### src/rtl/stk_pkg.sv
package stk_pkg;

  typedef enum logic [1:0] {
    REG_CTRL = 2'd0,
    REG_LOAD = 2'd1,
    REG_CUR  = 2'd2,
    REG_CAL  = 2'd3
  } stk_reg_e;

  localparam int CTRL_RUN_BIT  = 0;
  localparam int CTRL_IE_BIT   = 1;
  localparam int CTRL_SRC_BIT  = 2;
  localparam int CTRL_FLAG_BIT = 16;

  typedef struct packed {
    logic src;
    logic ie;
    logic run;
  } stk_mode_t;

endpackage

### src/rtl/stk_rst_sync.sv
module stk_rst_sync #(
  parameter int STAGES = 2
) (
  input  logic clk,
  input  logic rst_n,
  output logic rst_sync_n
);
  logic [STAGES-1:0] sync_q;

  always_ff @(posedge clk or negedge rst_n) begin
    if (!rst_n) sync_q <= '0;
    else        sync_q <= {sync_q[STAGES-2:0], 1'b1};
  end

  assign rst_sync_n = sync_q[STAGES-1];
endmodule

### src/rtl/stk_bus_decode.sv
module stk_bus_decode
  import stk_pkg::*;
(
  input  logic       bus_rd,
  input  logic       bus_wr,
  input  logic [1:0] bus_addr,
  output logic       wr_ctrl,
  output logic       wr_load,
  output logic       wr_cur,
  output logic       rd_ctrl
);
  logic [3:0] sel;

  for (genvar i = 0; i < 4; i++) begin : g_sel
    assign sel[i] = (bus_addr == 2'(i));
  end

  always_comb begin
    wr_ctrl = bus_wr & sel[REG_CTRL];
    wr_load = bus_wr & sel[REG_LOAD];
    wr_cur  = bus_wr & sel[REG_CUR];
    rd_ctrl = bus_rd & sel[REG_CTRL];
  end
endmodule

### src/rtl/stk_ctrl_regs.sv
module stk_ctrl_regs
  import stk_pkg::*;
#(
  parameter int CNT_W = 24
) (
  input  logic             clk,
  input  logic             rst_n,
  input  logic             wr_ctrl,
  input  logic             wr_load,
  input  logic             wr_cur,
  input  logic             rd_ctrl,
  input  logic [2:0]       wmode,
  input  logic [CNT_W-1:0] wreload,
  input  logic             wrap,
  output stk_mode_t        mode,
  output logic             flag,
  output logic [CNT_W-1:0] reload,
  output logic             load_req,
  output logic             tick_irq
);
  stk_mode_t        mode_q, mode_d;
  logic             mode_ce;
  logic             flag_q, flag_d;
  logic [CNT_W-1:0] reload_q;
  logic             irq_q;
  logic             self_stop;

  always_comb begin
    self_stop = wrap & (reload_q == '0);
    mode_ce   = wr_ctrl | self_stop;
    mode_d    = mode_q;
    if (wr_ctrl) begin
      mode_d.run = wmode[CTRL_RUN_BIT];
      mode_d.ie  = wmode[CTRL_IE_BIT];
      mode_d.src = wmode[CTRL_SRC_BIT];
    end else if (self_stop) begin
      mode_d.run = 1'b0;
    end
    load_req = wr_cur
             | (wr_ctrl & ((wmode[CTRL_RUN_BIT] & ~mode_q.run)
                         | (wmode[CTRL_SRC_BIT] ^ mode_q.src)));
    if (wrap)                  flag_d = 1'b1;
    else if (rd_ctrl | wr_cur) flag_d = 1'b0;
    else                       flag_d = flag_q;
  end

  always_ff @(posedge clk or negedge rst_n) begin
    if (!rst_n)       mode_q <= '0;
    else if (mode_ce) mode_q <= mode_d;
  end

  always_ff @(posedge clk or negedge rst_n) begin
    if (!rst_n) flag_q <= 1'b0;
    else        flag_q <= flag_d;
  end

  always_ff @(posedge clk or negedge rst_n) begin
    if (!rst_n)       reload_q <= '0;
    else if (wr_load) reload_q <= wreload;
  end

  always_ff @(posedge clk or negedge rst_n) begin
    if (!rst_n) irq_q <= 1'b0;
    else        irq_q <= wrap & mode_q.ie;
  end

  assign mode     = mode_q;
  assign flag     = flag_q;
  assign reload   = reload_q;
  assign tick_irq = irq_q;
endmodule

### src/rtl/stk_counter.sv
module stk_counter #(
  parameter int CNT_W = 24
) (
  input  logic             clk,
  input  logic             rst_n,
  input  logic             run,
  input  logic             src,
  input  logic             ref_tick_en,
  input  logic             load_req,
  input  logic [CNT_W-1:0] reload,
  output logic [CNT_W-1:0] count,
  output logic             step,
  output logic             wrap
);
  localparam logic [CNT_W-1:0] ONE = CNT_W'(1);

  logic [CNT_W-1:0] count_q, count_d;
  logic             count_ce;
  logic             at_zero;

  always_comb begin
    step     = run & (src | ref_tick_en);
    at_zero  = (count_q == '0);
    wrap     = step & ~load_req & at_zero;
    count_ce = load_req | step;
    count_d  = count_q;
    if (load_req)  count_d = reload;
    else if (step) count_d = at_zero ? reload : (count_q - ONE);
  end

  always_ff @(posedge clk or negedge rst_n) begin
    if (!rst_n)        count_q <= '0;
    else if (count_ce) count_q <= count_d;
  end

  assign count = count_q;
endmodule

### src/rtl/stk_rdata_mux.sv
module stk_rdata_mux
  import stk_pkg::*;
#(
  parameter int          CNT_W     = 24,
  parameter logic [31:0] CAL_VALUE = 32'd10000
) (
  input  logic [1:0]       bus_addr,
  input  stk_mode_t        mode,
  input  logic             flag,
  input  logic [CNT_W-1:0] count,
  input  logic [CNT_W-1:0] reload,
  output logic [31:0]      rdata
);
  localparam int PAD_W = 32 - CNT_W;

  logic [31:0] ctrl_word;

  always_comb begin
    ctrl_word                = '0;
    ctrl_word[CTRL_RUN_BIT]  = mode.run;
    ctrl_word[CTRL_IE_BIT]   = mode.ie;
    ctrl_word[CTRL_SRC_BIT]  = mode.src;
    ctrl_word[CTRL_FLAG_BIT] = flag;
    case (bus_addr)
      REG_CTRL: rdata = ctrl_word;
      REG_LOAD: rdata = {{PAD_W{1'b0}}, reload};
      REG_CUR:  rdata = mode.run ? {{PAD_W{1'b0}}, count} : 32'd0;
      default:  rdata = CAL_VALUE;
    endcase
  end
endmodule

### src/rtl/sys_tick_timer.sv
module sys_tick_timer
  import stk_pkg::*;
#(
  parameter int          CNT_W     = 24,
  parameter logic [31:0] CAL_VALUE = 32'd10000
) (
  input  logic        clk,
  input  logic        rst_n,
  input  logic        ref_tick_en,
  input  logic        bus_rd,
  input  logic        bus_wr,
  input  logic [1:0]  bus_addr,
  input  logic [31:0] bus_wdata,
  output logic [31:0] bus_rdata,
  output logic        tick_irq
);
  logic             rst_sync_n;
  logic             wr_ctrl, wr_load, wr_cur, rd_ctrl;
  stk_mode_t        mode;
  logic             flag;
  logic [CNT_W-1:0] reload;
  logic [CNT_W-1:0] count;
  logic             load_req, step, wrap;
  logic             unused_wdata;

  assign unused_wdata = ^{bus_wdata[31:CNT_W]};

  stk_rst_sync #(.STAGES(2)) u_rst (
    .clk(clk), .rst_n(rst_n), .rst_sync_n(rst_sync_n)
  );

  stk_bus_decode u_dec (
    .bus_rd(bus_rd), .bus_wr(bus_wr), .bus_addr(bus_addr),
    .wr_ctrl(wr_ctrl), .wr_load(wr_load), .wr_cur(wr_cur), .rd_ctrl(rd_ctrl)
  );

  stk_ctrl_regs #(.CNT_W(CNT_W)) u_regs (
    .clk(clk), .rst_n(rst_sync_n),
    .wr_ctrl(wr_ctrl), .wr_load(wr_load), .wr_cur(wr_cur), .rd_ctrl(rd_ctrl),
    .wmode(bus_wdata[2:0]), .wreload(bus_wdata[CNT_W-1:0]), .wrap(wrap),
    .mode(mode), .flag(flag), .reload(reload), .load_req(load_req),
    .tick_irq(tick_irq)
  );

  stk_counter #(.CNT_W(CNT_W)) u_cnt (
    .clk(clk), .rst_n(rst_sync_n), .run(mode.run), .src(mode.src),
    .ref_tick_en(ref_tick_en), .load_req(load_req), .reload(reload),
    .count(count), .step(step), .wrap(wrap)
  );

  stk_rdata_mux #(.CNT_W(CNT_W), .CAL_VALUE(CAL_VALUE)) u_rmux (
    .bus_addr(bus_addr), .mode(mode), .flag(flag), .count(count),
    .reload(reload), .rdata(bus_rdata)
  );
endmodule

### config.mk
export PLATFORM = sky130hd
export DESIGN_NAME = sys_tick_timer
export DESIGN_NICKNAME = d
export VERILOG_FILES = /design/src/rtl/stk_pkg.sv /design/src/rtl/stk_rst_sync.sv /design/src/rtl/stk_bus_decode.sv /design/src/rtl/stk_ctrl_regs.sv /design/src/rtl/stk_counter.sv /design/src/rtl/stk_rdata_mux.sv /design/src/rtl/sys_tick_timer.sv
export SDC_FILE = /design/constraint.sdc
export NUM_CORES = 1
export LEC_CHECK = 0
export ABC_AREA = 1
export BUFFER_PORTS_ARGS = -buffer_cell sky130_fd_sc_hd__buf_4
export CORE_MARGIN = 2
export CORE_UTILIZATION = 57
export DETAILED_ROUTE_END_ITERATION = 6
export PLACE_DENSITY = 0.82
export SYNTH_ARGS = -nofsm -noshare
export SYNTH_HDL_FRONTEND = slang
export SYNTH_HIERARCHICAL = 1
export SYNTH_SLANG_ARGS = --single-unit
### constraint.sdc
create_clock -name clk -period 2.1 [get_ports clk]
set_input_delay 0.21 -clock clk [delete_from_list [all_inputs] [get_ports clk]]
set_output_delay 0.21 -clock clk [all_outputs]
set_load 0.005 [all_outputs]
---- After elaboration in Yosys (flattened, before gate mapping) ----
Cells that the tools add are included.
operators by class
  muxes and demuxes ....................... 9
  bitwise logic cells ..................... 20
  equal/unequal tests ..................... 2
  add/subtract/negate cells ............... 1
  reduce and logical (&&, ||, !) cells .... 9
operators by type and width
  operator                                                                number
  24-bit 2-to-1 mux                                                       4
  32-bit one-hot mux with 3 select lines                                  1
  24-bit zero test                                                        2
  24-bit by 1-bit subtractor with 24-bit output (second input constant)   1
  1-bit bitwise AND                                                       11
  1-bit bitwise OR                                                        6
  2-bit AND reduction                                                     3
  2-bit nonzero test                                                      3
  1-bit 2-to-1 mux                                                        4
  2-bit by 1-bit equality test with 1-bit output (second input constant)  1
  2-bit equality test (second input constant)                             1
  2-bit zero test                                                         1
  1-bit NOT                                                               2
  1-bit XOR                                                               1
word-level totals
  bits in registers ....................... 55
  output and inout port bits .............. 33
  bits of input ports ..................... 39

---- Logic depth before layout (Yosys ltp) ----
Gate-level depths: netlist of the first run.
  word-level depth ........................ 11
  depth in mapped cells ................... 16
  gate-level depth less buffers ........... 15

---- Modules after synthesis ----
Netlist of the first run, hierarchy kept.
by module, submodules not included
  module          area each (µm²)  cells an instance  times used  seq. area each (µm²)
  stk_counter     1973.1           336                1           600.6
  stk_ctrl_regs   1286.2           125                1           725.7
  stk_rdata_mux   590.6            105                1           0.0
  stk_rst_sync    53.8             3                  1           50.0
  stk_bus_decode  41.3             11                 1           0.0

---- Worst setup path after synthesis of the first run ----
Ideal clock, no wire load.
  kind .................................... register to register
  start point ............................. reg u_cnt.count_q[0], in the netlist u_cnt/count[0]
  end point ............................... reg u_regs.mode_q, in the netlist u_regs/mode[0]
  stages on the path, launching flop included .. 17
  period minus slack after synthesis ...... 1.954 ns
  library setup time ...................... 0.116 ns
  path slack .............................. 0.146 ns
  arrival ................................. 1.837 ns
  cells stage by stage .................... dfrtp_1 -> inv_2 -> ha_1 -> inv_1 -> nor2_1 -> nand2_1 -> nor2_1 -> nand3_2 -> buf_2 -> nor3_1 -> nand2_1 -> nor2_1 -> nand2_1 -> nor2_1 -> nand2_1 -> nand2_1 -> nand2_1
between the ends
  word-level cells in the longest chain between the ends .. 5
  elaborated cells on any way between the ends .. 6
ends and longest elaborated chain
  element                                                                  RTL line              source
  start: declaration                                                       stk_counter.sv:17     logic [CNT_W-1:0] count_q, count_d;
  start signal: assignment                                                 stk_counter.sv:33     else if (count_ce) count_q <= count_d;
  24-bit zero test *                                                       stk_counter.sv:23     at_zero = (count_q == '0);
  1-bit bitwise AND *                                                      stk_counter.sv:24     wrap = step & ~load_req & at_zero;
  net wrap                                                                 sys_tick_timer.sv:23  logic load_req, step, wrap;
  1-bit bitwise AND *                                                      stk_ctrl_regs.sv:29   self_stop = wrap & (reload_q == '0);
  2-bit nonzero test (no line) / 1-bit bitwise OR (equally long branches)  --
  2-bit AND reduction (no line) *                                          --
  end signal: assignment                                                   stk_ctrl_regs.sv:49   else if (mode_ce) mode_q <= mode_d;
  end: declaration                                                         stk_ctrl_regs.sv:21   stk_mode_t mode_q, mode_d;
The timed path passes the listed nets; every way through them passes the cells marked *.
A chain may end at the register's enable or synchronous reset.

---- Final worst setup path of the first run ----
  start point ............................. reg u_cnt.count_q[0], in the netlist u_cnt/count[0]
  end point ............................... reg u_cnt.count_q[1], in the netlist u_cnt/count[1]
between the ends
  word-level cells in the longest chain between the ends .. 4
  elaborated cells on any way between the ends .. 5
ends and longest elaborated chain
  element                                                                                   RTL line                              source
  24-bit by 1-bit subtractor with 24-bit output / 24-bit zero test (equally long branches)  stk_counter.sv:28, stk_counter.sv:23
  24-bit 2-to-1 mux * (2 in series)                                                         stk_counter.sv:28                     else if (step) count_d = at_zero ? reload : (count_q - ONE);
  24-bit 2-to-1 mux *                                                                       stk_counter.sv:27                     if (load_req) count_d = reload;
Every way passes the cells marked *; elsewhere a longest branch is shown, timed or not. The select of a mux whose other input is x is not followed.

==> results of run 1 <==
registers in the layout, summed over array words and instances, names as in the netlist:
| signal | cells |
|---|---|
| u_regs/tick_irq | 1 |
| u_regs/flag | 1 |
| u_cnt/count | 24 |
| u_rst/sync_q | 2 |
| u_regs/reload | 24 |
| u_regs/mode | 3 |
metal layers:
layer  share of wire  GRT usage
met1            0.43      0.407
met2            0.47      0.466
met3           0.078     0.0379
met4           0.017     0.0839
met5               0          0
power by group through the flow:
| stage | Combinational (mW) | Clock, mW | Sequential [mW] |
|---|---|---|---|
| 3_3_place_gp | 1.87 | 0 | 1.83 |
| 6_report | 1.99 | 0.669 | 1.84 |
| 3_5_place_dp | 1.93 | 0 | 1.84 |
| 5_1_grt | 2.24 | 0.724 | 1.89 |
| 2_1_floorplan | 1.37 | 0 | 1.74 |
| 4_1_cts | 1.94 | 0.671 | 1.83 |
cells in the final DEF (no fill, tap or decap), types with 3 or more instances in the layout:
cell type,count
nor2_1,51
nand2_1,210
nand3_2,13
o21ai_1,3
mux2_4,9
o21ai_0,18
clkbuf_8,6
inv_4,3
nor2_2,3
a21oi_1,6
dfrtp_1,53
nor2_4,4
nand3_1,64
buf_4,79
o21ai_2,10
conb_1,9
inv_1,77
nand4_1,7
through the flow:
step	total power [mW]	instances	TNS, ns	cell area, um^2
floorplan	3.11	587	0	3970
global placement	3.70	715	0	4450
detailed placement	3.76	715	0	4450
CTS	4.44	724	0	4560
global route	4.85	728	-0.0233	4600
finish	4.50	728	0	4600
cells by family (layout without fill, tap and decap cells):
| family | Yosys count | after routing | synth area share |
|---|---|---|---|
| fa+ha+maj | 2 | 2 | 0.00634 |
| buf+inv | 109 | 170 | 0.134 |
| xor+xnor | 4 | 4 | 0.00888 |
| compound gates | 39 | 39 | 0.0603 |
| other cells | 2 | 9 | 0.00190 |
| simple gates | 359 | 359 | 0.403 |
| mux | 10 | 10 | 0.0371 |
| flops | 55 | 55 | 0.349 |
worst min path at each step:
stage | start | end | cells after the start
5_1_grt | bus_wdata[5] | u_regs/reload[5] | 3
6_report | bus_wdata[14] | u_regs/reload[14] | 3
4_1_cts | bus_wdata[17] | u_regs/reload[17] | 3
3_5_place_dp | rst_n | u_rst/sync_q[0] | 1
2_1_floorplan | rst_n | u_rst/sync_q[0] | 0
3_3_place_gp | rst_n | u_rst/sync_q[0] | 1
final cells by class:
type,count,area share
clock inverters,2,0.00381
repair buffers,81,0.135
multi-input cells,423,0.454
inverters,81,0.0677
clock buffers,6,0.0179
well taps,80,0.0218
flip-flops and latches,55,0.300
critical path, stage by stage (launching register included):
cell	delay, ns
dfrtp_2	0.44
inv_4	0.08
ha_1	0.15
inv_1	0.04
nor2_1	0.08
nand2_1	0.06
nor2_1	0.11
nand3_2	0.14
buf_4	0.18
nand2_4	0.19
buf_12	0.17
nand2_1	0.05
nand3_1	0.05
o21ai_0	0.09
timing repair:
| item | in CTS | in global routing |
|---|---|---|
| endpoints found under the setup margin | 0 | 1 |
| endpoints found under the hold margin | 2 | 0 |
| gates resized for setup | 0 | 4 |
| hold buffers | 1 | 0 |
| buffers inserted | 0 | 4 |
==> run metrics, run 1 <==
status complete, no violations; area delta synth->final 16.6%; element type at the critical path end flop; Seq/Total Area, Yosys 0.349; first-pass GRT wire length 17.2 mm; Starting Density 0.584; DIE HEIGHT 87.2 um; vias in the first global route 3605; routed vias/inst 5.37; max-slew violation count 0; Synth Flop Type dfrtp_1; ys async rst share 1.00; Placer Congestion 0.903; WP data required 2.30 ns; headroom to the max-slew limit 0.585; routed wire length 10.4 mm; CTS tree done; root buffer cell clkbuf_8; Slew @ Worst Pin 0.621 ns; crit path to u_cnt/count[1]; leading area contributor after synthesis dfrtp_1; worst slack at placement 0.0959 ns; Initial DRC Count 533; share of cells above drive strength 1 0.213; Mapped Cells 580; Comb power frac 0.443; clk_lat worst skew 0.32 ns; Worst IR Drop VDD 0.519 mV; drt drc 0; CP Class flop to flop; FP Rows 30; synth unique cells 35; diode count 0; 1st-pass router iterations 7; Syn Area/Cell 6.80 um^2; r2r startpoint u_cnt/count[0]; CTS clk-pin slew, worst paths 0.11 ns; Die Wd 87.2 um; endpoints failing hold 0; minimum clock period 1.96 ns; WP data arrival 2.16 ns; ranking of synthesized cells by area dfrtp_1 (35%), nand2_1 (20%), nand3_1 (8.1%), inv_1 (7.3%), nor2_1 (4.9%); Yosys reg bits 55; DRT antenna net count 0; HPWL after detailed placement 7.57 mm; Layout Utilization 0.681; PnR worst setup slack 0.137 ns; maximum root-to-sink buffer count 2; Finish-stage setup viols 0; Switch Pwr 2.03 mW; PwrDens 978 nW/um^2; area of the die 7600 um^2; Reg2Reg Depth 13; port bufs 55; Clock Power Share 0.149; Yosys top cell area share 0.349; R2R Path End u_cnt/count[1]; Max Clk Rate 509 MHz; Sink Count 55; hold slack final 0.0914 ns; Critical path origin u_cnt/count[0]; top post-synthesis cells by count nand2_1 (210), inv_1 (77), nand3_1 (64), dfrtp_1 (55), nor2_1 (52); Synth Warn # 6; most common cell in the netlist nand2_1; sw frac 0.452; Final period util 0.935; number of synthesized flops with an enable pin 0; Synth Cell Area 3950 um^2; Multi-input gate area 2090 um^2; R2R Setup Slk 0.14 ns; routed length per instance 14.3 um; initial antenna violation count 0; internal power 2.47 mW; I/O pin cnt 72; register area 1380 um^2; H-Tree Depth 2; CP Max Fanout 15; Fill cells 584; CTS Buf Count 5; skew final 0.00984 ns; overall routing resource usage 0.289; CP Launch Type flop; Nets 688; area of the core 6760 um^2; largest net degree at the start of global routing 29; total of max-cap violations 0; Overflow after GRT 0; Hold Crit Class input port to flop; via count 3911; Static Leak 2.52 nW; Flop pwr share 0.408
Note: power is estimated with default switching activity, not from simulation.
==> run 2, diff against run 1 <==
CORE_UTILIZATION = 35   (was 57)
PLACE_DENSITY = 0.55   (was 0.82)
==> run metrics, run 2 (synthesized netlist as in run 1, its figures left out) <==
routed length per instance 14.0 um (was 14.3 um); CP Max Fanout 16 (was 15); CTS tree done (unchanged); Final period util 0.924 (was 0.935); cell count after placement 779 (was 715); largest net degree at the start of global routing 26 (was 29); sw frac 0.433 (was 0.452); DIE HEIGHT 110 um (was 87.2 um); root buffer cell clkbuf_16 (was clkbuf_8); WP data arrival 2.13 ns (was 2.16 ns); Worst IR Drop VDD 0.421 mV (was 0.519 mV); Initial DRC Count 205 (was 533); area of the die 12100 um^2 (was 7600 um^2); area of the core 10900 um^2 (was 6760 um^2); Sink Count 55 (unchanged); Cell Area, Placed 4550 um^2 (was 4450 um^2); Reg2Reg Depth 13 (unchanged); r2r startpoint u_cnt/count[0] (unchanged); port bufs 55 (unchanged); CP max-delay cell dfrtp_1 (was dfrtp_2); top cell family by delay on the critical path simple AND/OR/NAND/NOR gates (unchanged); FP Rows 38 (was 30); element type at the critical path end flop (unchanged); most frequent cells in the layout nand2_1 (210), buf_4 (79), inv_1 (77) (unchanged); I/O pin cnt 72 (unchanged); R2R Path End u_cnt/count[19] (was u_cnt/count[1]); headroom to the max-slew limit 0.629 (was 0.585); maximum root-to-sink buffer count 2 (unchanged); Comb power frac 0.431 (was 0.443); endpoints failing hold 0 (unchanged); worst-path cell chain inv_2, ha_1, inv_1, nor2_1, nand2_1, nor2_1, nand3_2, buf_4, nand2_8, buf_12, a21oi_1, nand2_1, nand2_1 (was inv_4, ha_1, inv_1, nor2_1, nand2_1, nor2_1, nand3_2, buf_4, nand2_4, buf_12, nand2_1, nand3_1, o21ai_0); Die Wd 110 um (was 87.2 um); diode count 0 (unchanged); overall routing resource usage 0.194 (was 0.289); minimum clock period 1.94 ns (was 1.96 ns); initial antenna violation count 0 (unchanged); Switch Pwr 2.07 mW (was 2.03 mW); commonest non-fill, non-tap cell in the layout nand2_1 (unchanged); Flop pwr share 0.379 (was 0.408); Nets 688 (unchanged); hold slack final 0.116 ns (was 0.0914 ns); Placer Congestion 0.874 (was 0.903); PnR worst setup slack 0.160 ns (was 0.137 ns); Finish-stage setup viols 0 (unchanged); Total Power 4.77 mW (was 4.50 mW); vias in the first global route 3630 (was 3605); Setup Total Neg Slack 0 ns (unchanged); status complete, no violations (unchanged); routed wire length 11.0 mm (was 10.4 mm); Fill cells 1191 (was 584); min-delay src bus_wdata[18] (was bus_wdata[14]); CTS clk-pin slew, worst paths 0.08 ns (was 0.11 ns); Final Non-Filler Cells 788 (was 728); CP Launch Type flop (unchanged); R2R Setup Slk 0.16 ns (was 0.14 ns); CP Class flop to flop (unchanged); worst slack at placement 0.119 ns (was 0.0959 ns); clk_lat worst skew 0.30 ns (was 0.32 ns); Layout Utilization 0.433 (was 0.681); skew final 0.00282 ns (was 0.00984 ns); Buffers & Inverters on Critical Path 4 (unchanged); via count 3760 (was 3911); drt drc 0 (unchanged); max-slew violation count 0 (unchanged); H-Tree Depth 2 (unchanged); internal power 2.70 mW (was 2.47 mW); HPWL after detailed placement 8.30 mm (was 7.57 mm); area delta synth->final 20.1% (was 16.6%); first-pass GRT wire length 18.1 mm (was 17.2 mm); most used cell along the critical path nand2_1; Slew @ Worst Pin 0.555 ns (was 0.621 ns); routed vias/inst 4.77 (was 5.37); worst hold endpoint u_regs/reload[18] (was u_regs/reload[14]); PwrDens 1010 nW/um^2 (was 978 nW/um^2); CTS Buf Count 5 (unchanged); total of max-cap violations 0 (unchanged); CP peak stage delay 0.39 ns (was 0.44 ns); Final Instance Area 4740 um^2 (was 4600 um^2); Hold Crit Class input port to flop (unchanged); DRT antenna net count 0 (unchanged); Max Clk Rate 516 MHz (was 509 MHz); Overflow after GRT 0 (unchanged); Clock Power Share 0.190 (was 0.149); 1st-pass router iterations 4 (was 7); share of cells above drive strength 1 0.211 (was 0.213); hold path depth 3 (unchanged); RSZ-0062 raised after global routing false; WP data required 2.29 ns (was 2.30 ns); Static Leak 2.55 nW (was 2.52 nW); Starting Density 0.361 (was 0.584)
[run 2: worst max-delay path by stage]
stage / start / depth (start not counted) / endpoint
2_1_floorplan: u_cnt/count[0] / 16 / u_regs/mode[0]
3_3_place_gp: u_cnt/count[0] / 15 / u_regs/mode[0]
3_5_place_dp: u_cnt/count[0] / 15 / u_regs/mode[0]
4_1_cts: u_cnt/count[0] / 15 / u_regs/mode[0]
5_1_grt: u_cnt/count[0] / 15 / u_regs/mode[0]
6_report: u_cnt/count[0] / 13 / u_cnt/count[19]
[run 2: layout make-up]
cell class	count	area (um^2)	share of cell area
clock inverters	2	20.0	0.00422
well taps	140	175	0.0370
flip-flops and latches	55	1380	0.291
clock buffers	6	139	0.0293
multi-input cells	423	2100	0.442
inverters	81	309	0.0652
repair buffers	81	623	0.131
[run 2: worst reg2reg max path, stage by stage (launching register included)]
cell	delay, ns
dfrtp_1	0.39
inv_2	0.12
ha_1	0.16
inv_1	0.04
nor2_1	0.08
nand2_1	0.06
nor2_1	0.11
nand3_2	0.14
buf_4	0.23
nand2_8	0.15
buf_12	0.16
a21oi_1	0.07
nand2_1	0.07
nand2_1	0.05
[run 2: timing repair]
action,CTS,global route
hold endpoints to repair,2,0
endpoints found under the setup margin,0,10
hold buffers,1,0
setup buffers,0,0
gates resized for setup,0,3
[run 2: metal layers]
metal / GRT usage / wire [um]
met1: 0.274 / 5220
met3: 0.0165 / 426
met4: 0.0571 / 146
met5: 0 / 0
met2: 0.316 / 5250
[run 2: power groups by stage]
stage	Combinational, mW	Sequential (mW)	Clock [mW]
finish	2.05	1.81	0.908
global route	2.35	1.87	0.973
CTS	2.05	1.81	0.930
detailed placement	2.04	1.82	0
global placement	2.02	1.82	0
floorplan	1.37	1.74	0
==> run 3, diff against run 2 <==
clock period = 2 ns   (was 2.1 ns; I/O delays follow)
==> run metrics, run 3 (synthesized netlist as in run 1, its figures left out) <==
status complete, no violations (unchanged); root buffer cell clkbuf_16 (unchanged); CP Depth 12 (was 13); Sink Count 55 (unchanged); CP peak stage delay 0.46 ns (was 0.39 ns); Buffers & Inverters on Critical Path 0 (was 4); Hold Crit Class input port to flop (unchanged); Nets 698 (was 688); most frequent cells in the layout nand2_1 (210), buf_4 (87), inv_1 (76) (was nand2_1 (210), buf_4 (79), inv_1 (77)); Worst IR Drop VDD 0.428 mV (was 0.421 mV); met2 routed WL 5.28 mm (was 5.25 mm); Met3 Routed Length 417 um (was 426 um); Static Leak 2.60 nW (was 2.55 nW); routed length per instance 13.9 um (was 14.0 um); 1st-pass router iterations 5 (was 4); Layout Utilization 0.442 (was 0.433); Fill cells 1156 (was 1191); Reg2Reg Depth 12 (was 13); FP Rows 38 (unchanged); Max Clk Rate 528 MHz (was 516 MHz); Slew @ Worst Pin 0.517 ns (was 0.555 ns); total of max-cap violations 0 (unchanged); CTS clk-pin slew, worst paths 0.07 ns (was 0.08 ns); overall routing resource usage 0.193 (was 0.194); share of cells above drive strength 1 0.226 (was 0.211); area of the core 10900 um^2 (unchanged); Final period util 0.948 (was 0.924); endpoints failing hold 0 (unchanged); DRT antenna net count 0 (unchanged); hold slack final 0.106 ns (was 0.116 ns); RSZ-0062 raised after global routing true (was false); Initial DRC Count 198 (was 205); worst-path cell chain nor2_2, nand2_2, nor2_4, nand3_2, nor3_4, nand2_1, nor2_1, nand2_1, nor2_1, nand2_1, nand2_1, nand2_1 (was inv_2, ha_1, inv_1, nor2_1, nand2_1, nor2_1, nand3_2, buf_4, nand2_8, buf_12, a21oi_1, nand2_1, nand2_1); Starting Density 0.361 (unchanged); worst slack at placement 0.0994 ns (was 0.119 ns); Final Non-Filler Cells 798 (was 788); CTS Buf Count 5 (unchanged); Total Power 5.23 mW (was 4.77 mW); H-Tree Depth 2 (unchanged); WP data arrival 2.08 ns (was 2.13 ns); PnR worst setup slack 0.105 ns (was 0.160 ns); top cell family by delay on the critical path simple AND/OR/NAND/NOR gates (unchanged); most used cell along the critical path nand2_1 (unchanged); cell count after placement 785 (was 779); CP Max Fanout 6 (was 16); HPWL after detailed placement 8.34 mm (was 8.30 mm); routed wire length 11.1 mm (was 11.0 mm); port bufs 55 (unchanged); initial antenna violation count 0 (unchanged); Die Wd 110 um (unchanged); first-pass GRT wire length 18.1 mm (about the same); CP max-delay cell dfrtp_1 (unchanged); clk_lat worst skew 0.30 ns (about the same); WP data required 2.19 ns (was 2.29 ns); headroom to the max-slew limit 0.654 (was 0.629); drt drc 0 (unchanged); largest net degree at the start of global routing 40 (was 26); area of the die 12100 um^2 (unchanged); commonest non-fill, non-tap cell in the layout nand2_1 (unchanged); DIE HEIGHT 110 um (unchanged); CP Class flop to flop (unchanged); Final Instance Area 4840 um^2 (was 4740 um^2); Setup Total Neg Slack 0 ns (unchanged); maximum root-to-sink buffer count 2 (unchanged); PwrDens 1080 nW/um^2 (was 1010 nW/um^2); hold path depth 3 (unchanged); I/O pin cnt 72 (unchanged); via count 3836 (was 3760); routed vias/inst 4.81 (was 4.77); area delta synth->final 22.6% (was 20.1%); uppermost routed layer met4 (unchanged); CTS tree done (unchanged); max-slew violation count 0 (unchanged); skew final 0.00322 ns (was 0.00282 ns); Finish-stage setup viols 0 (unchanged); diode count 0 (unchanged); Placer Congestion 0.906 (was 0.874); vias in the first global route 3584 (was 3630); Overflow after GRT 0 (unchanged); Cell Area, Placed 4610 um^2 (was 4550 um^2); element type at the critical path end flop (unchanged); R2R Setup Slk 0.10 ns (was 0.16 ns); CP Launch Type flop (unchanged); met1 WL 5.26 mm (was 5.22 mm); minimum clock period 1.90 ns (was 1.94 ns)
[run 3: cell types whose count changed in the layout (fill, tap and decap cells not counted), sizes merged]
cell	change
buf	+10
bufinv	+1
clkinv	-1
[run 3: timing repair]
action | in CTS | in global routing
setup buffers | 0 | 4
hold buffers | 1 | 0
gates resized for setup | 0 | 6
endpoints found under the hold margin | 2 | 0
setup endpoints to repair | 0 | 5
[run 3: metal layers]
layer | global-route usage | vias up
met5 | 0 | -
met4 | 0.0518 | 0
met3 | 0.0200 | 16
met2 | 0.316 | 96
met1 | 0.270 | 1785
li1 | - | 1939
[run 3: path summary, 6_finish.rpt]
kind | from | endpoint
setup reg to reg | u_cnt/count[12] | u_regs/mode[0]
min in group asynchronous | u_rst/sync_q[1] | u_regs/reload[14]
max in group asynchronous | u_rst/sync_q[1] | u_regs/mode[2]
setup / recovery | u_cnt/count[12] | u_regs/mode[0]
hold / removal | bus_wdata[10] | u_regs/reload[10]
hold reg to reg | u_rst/sync_q[1] | u_regs/reload[14]
[run 3: worst register-to-register path, cell delays in order, from the launching register on]
cell and delay (ns):
dfrtp_1 0.46, nor2_2 0.18, nand2_2 0.10, nor2_4 0.15, nand3_2 0.16, nor3_4 0.26, nand2_1 0.08, nor2_1 0.10
nand2_1 0.06, nor2_1 0.08, nand2_1 0.06, nand2_1 0.06, nand2_1 0.06
[run 3: layout make-up]
cell class,count,area (um^2),area share
flip-flops and latches,55,1380,0.285
well taps,140,175,0.0362
clock inverters,2,38.8,0.00802
clock buffers,6,129,0.0266
inverters,81,309,0.0639
repair buffers,91,714,0.148
multi-input cells,423,2090,0.433
[run 3: power by group]
group / leakage [nW] / internal [mW] / switching, mW
clock network: 0.0815 / 0.598 / 0.429
logic: 1.85 / 0.998 / 1.38
registers: 0.672 / 1.45 / 0.380
total: 2.60 / 3.04 / 2.19
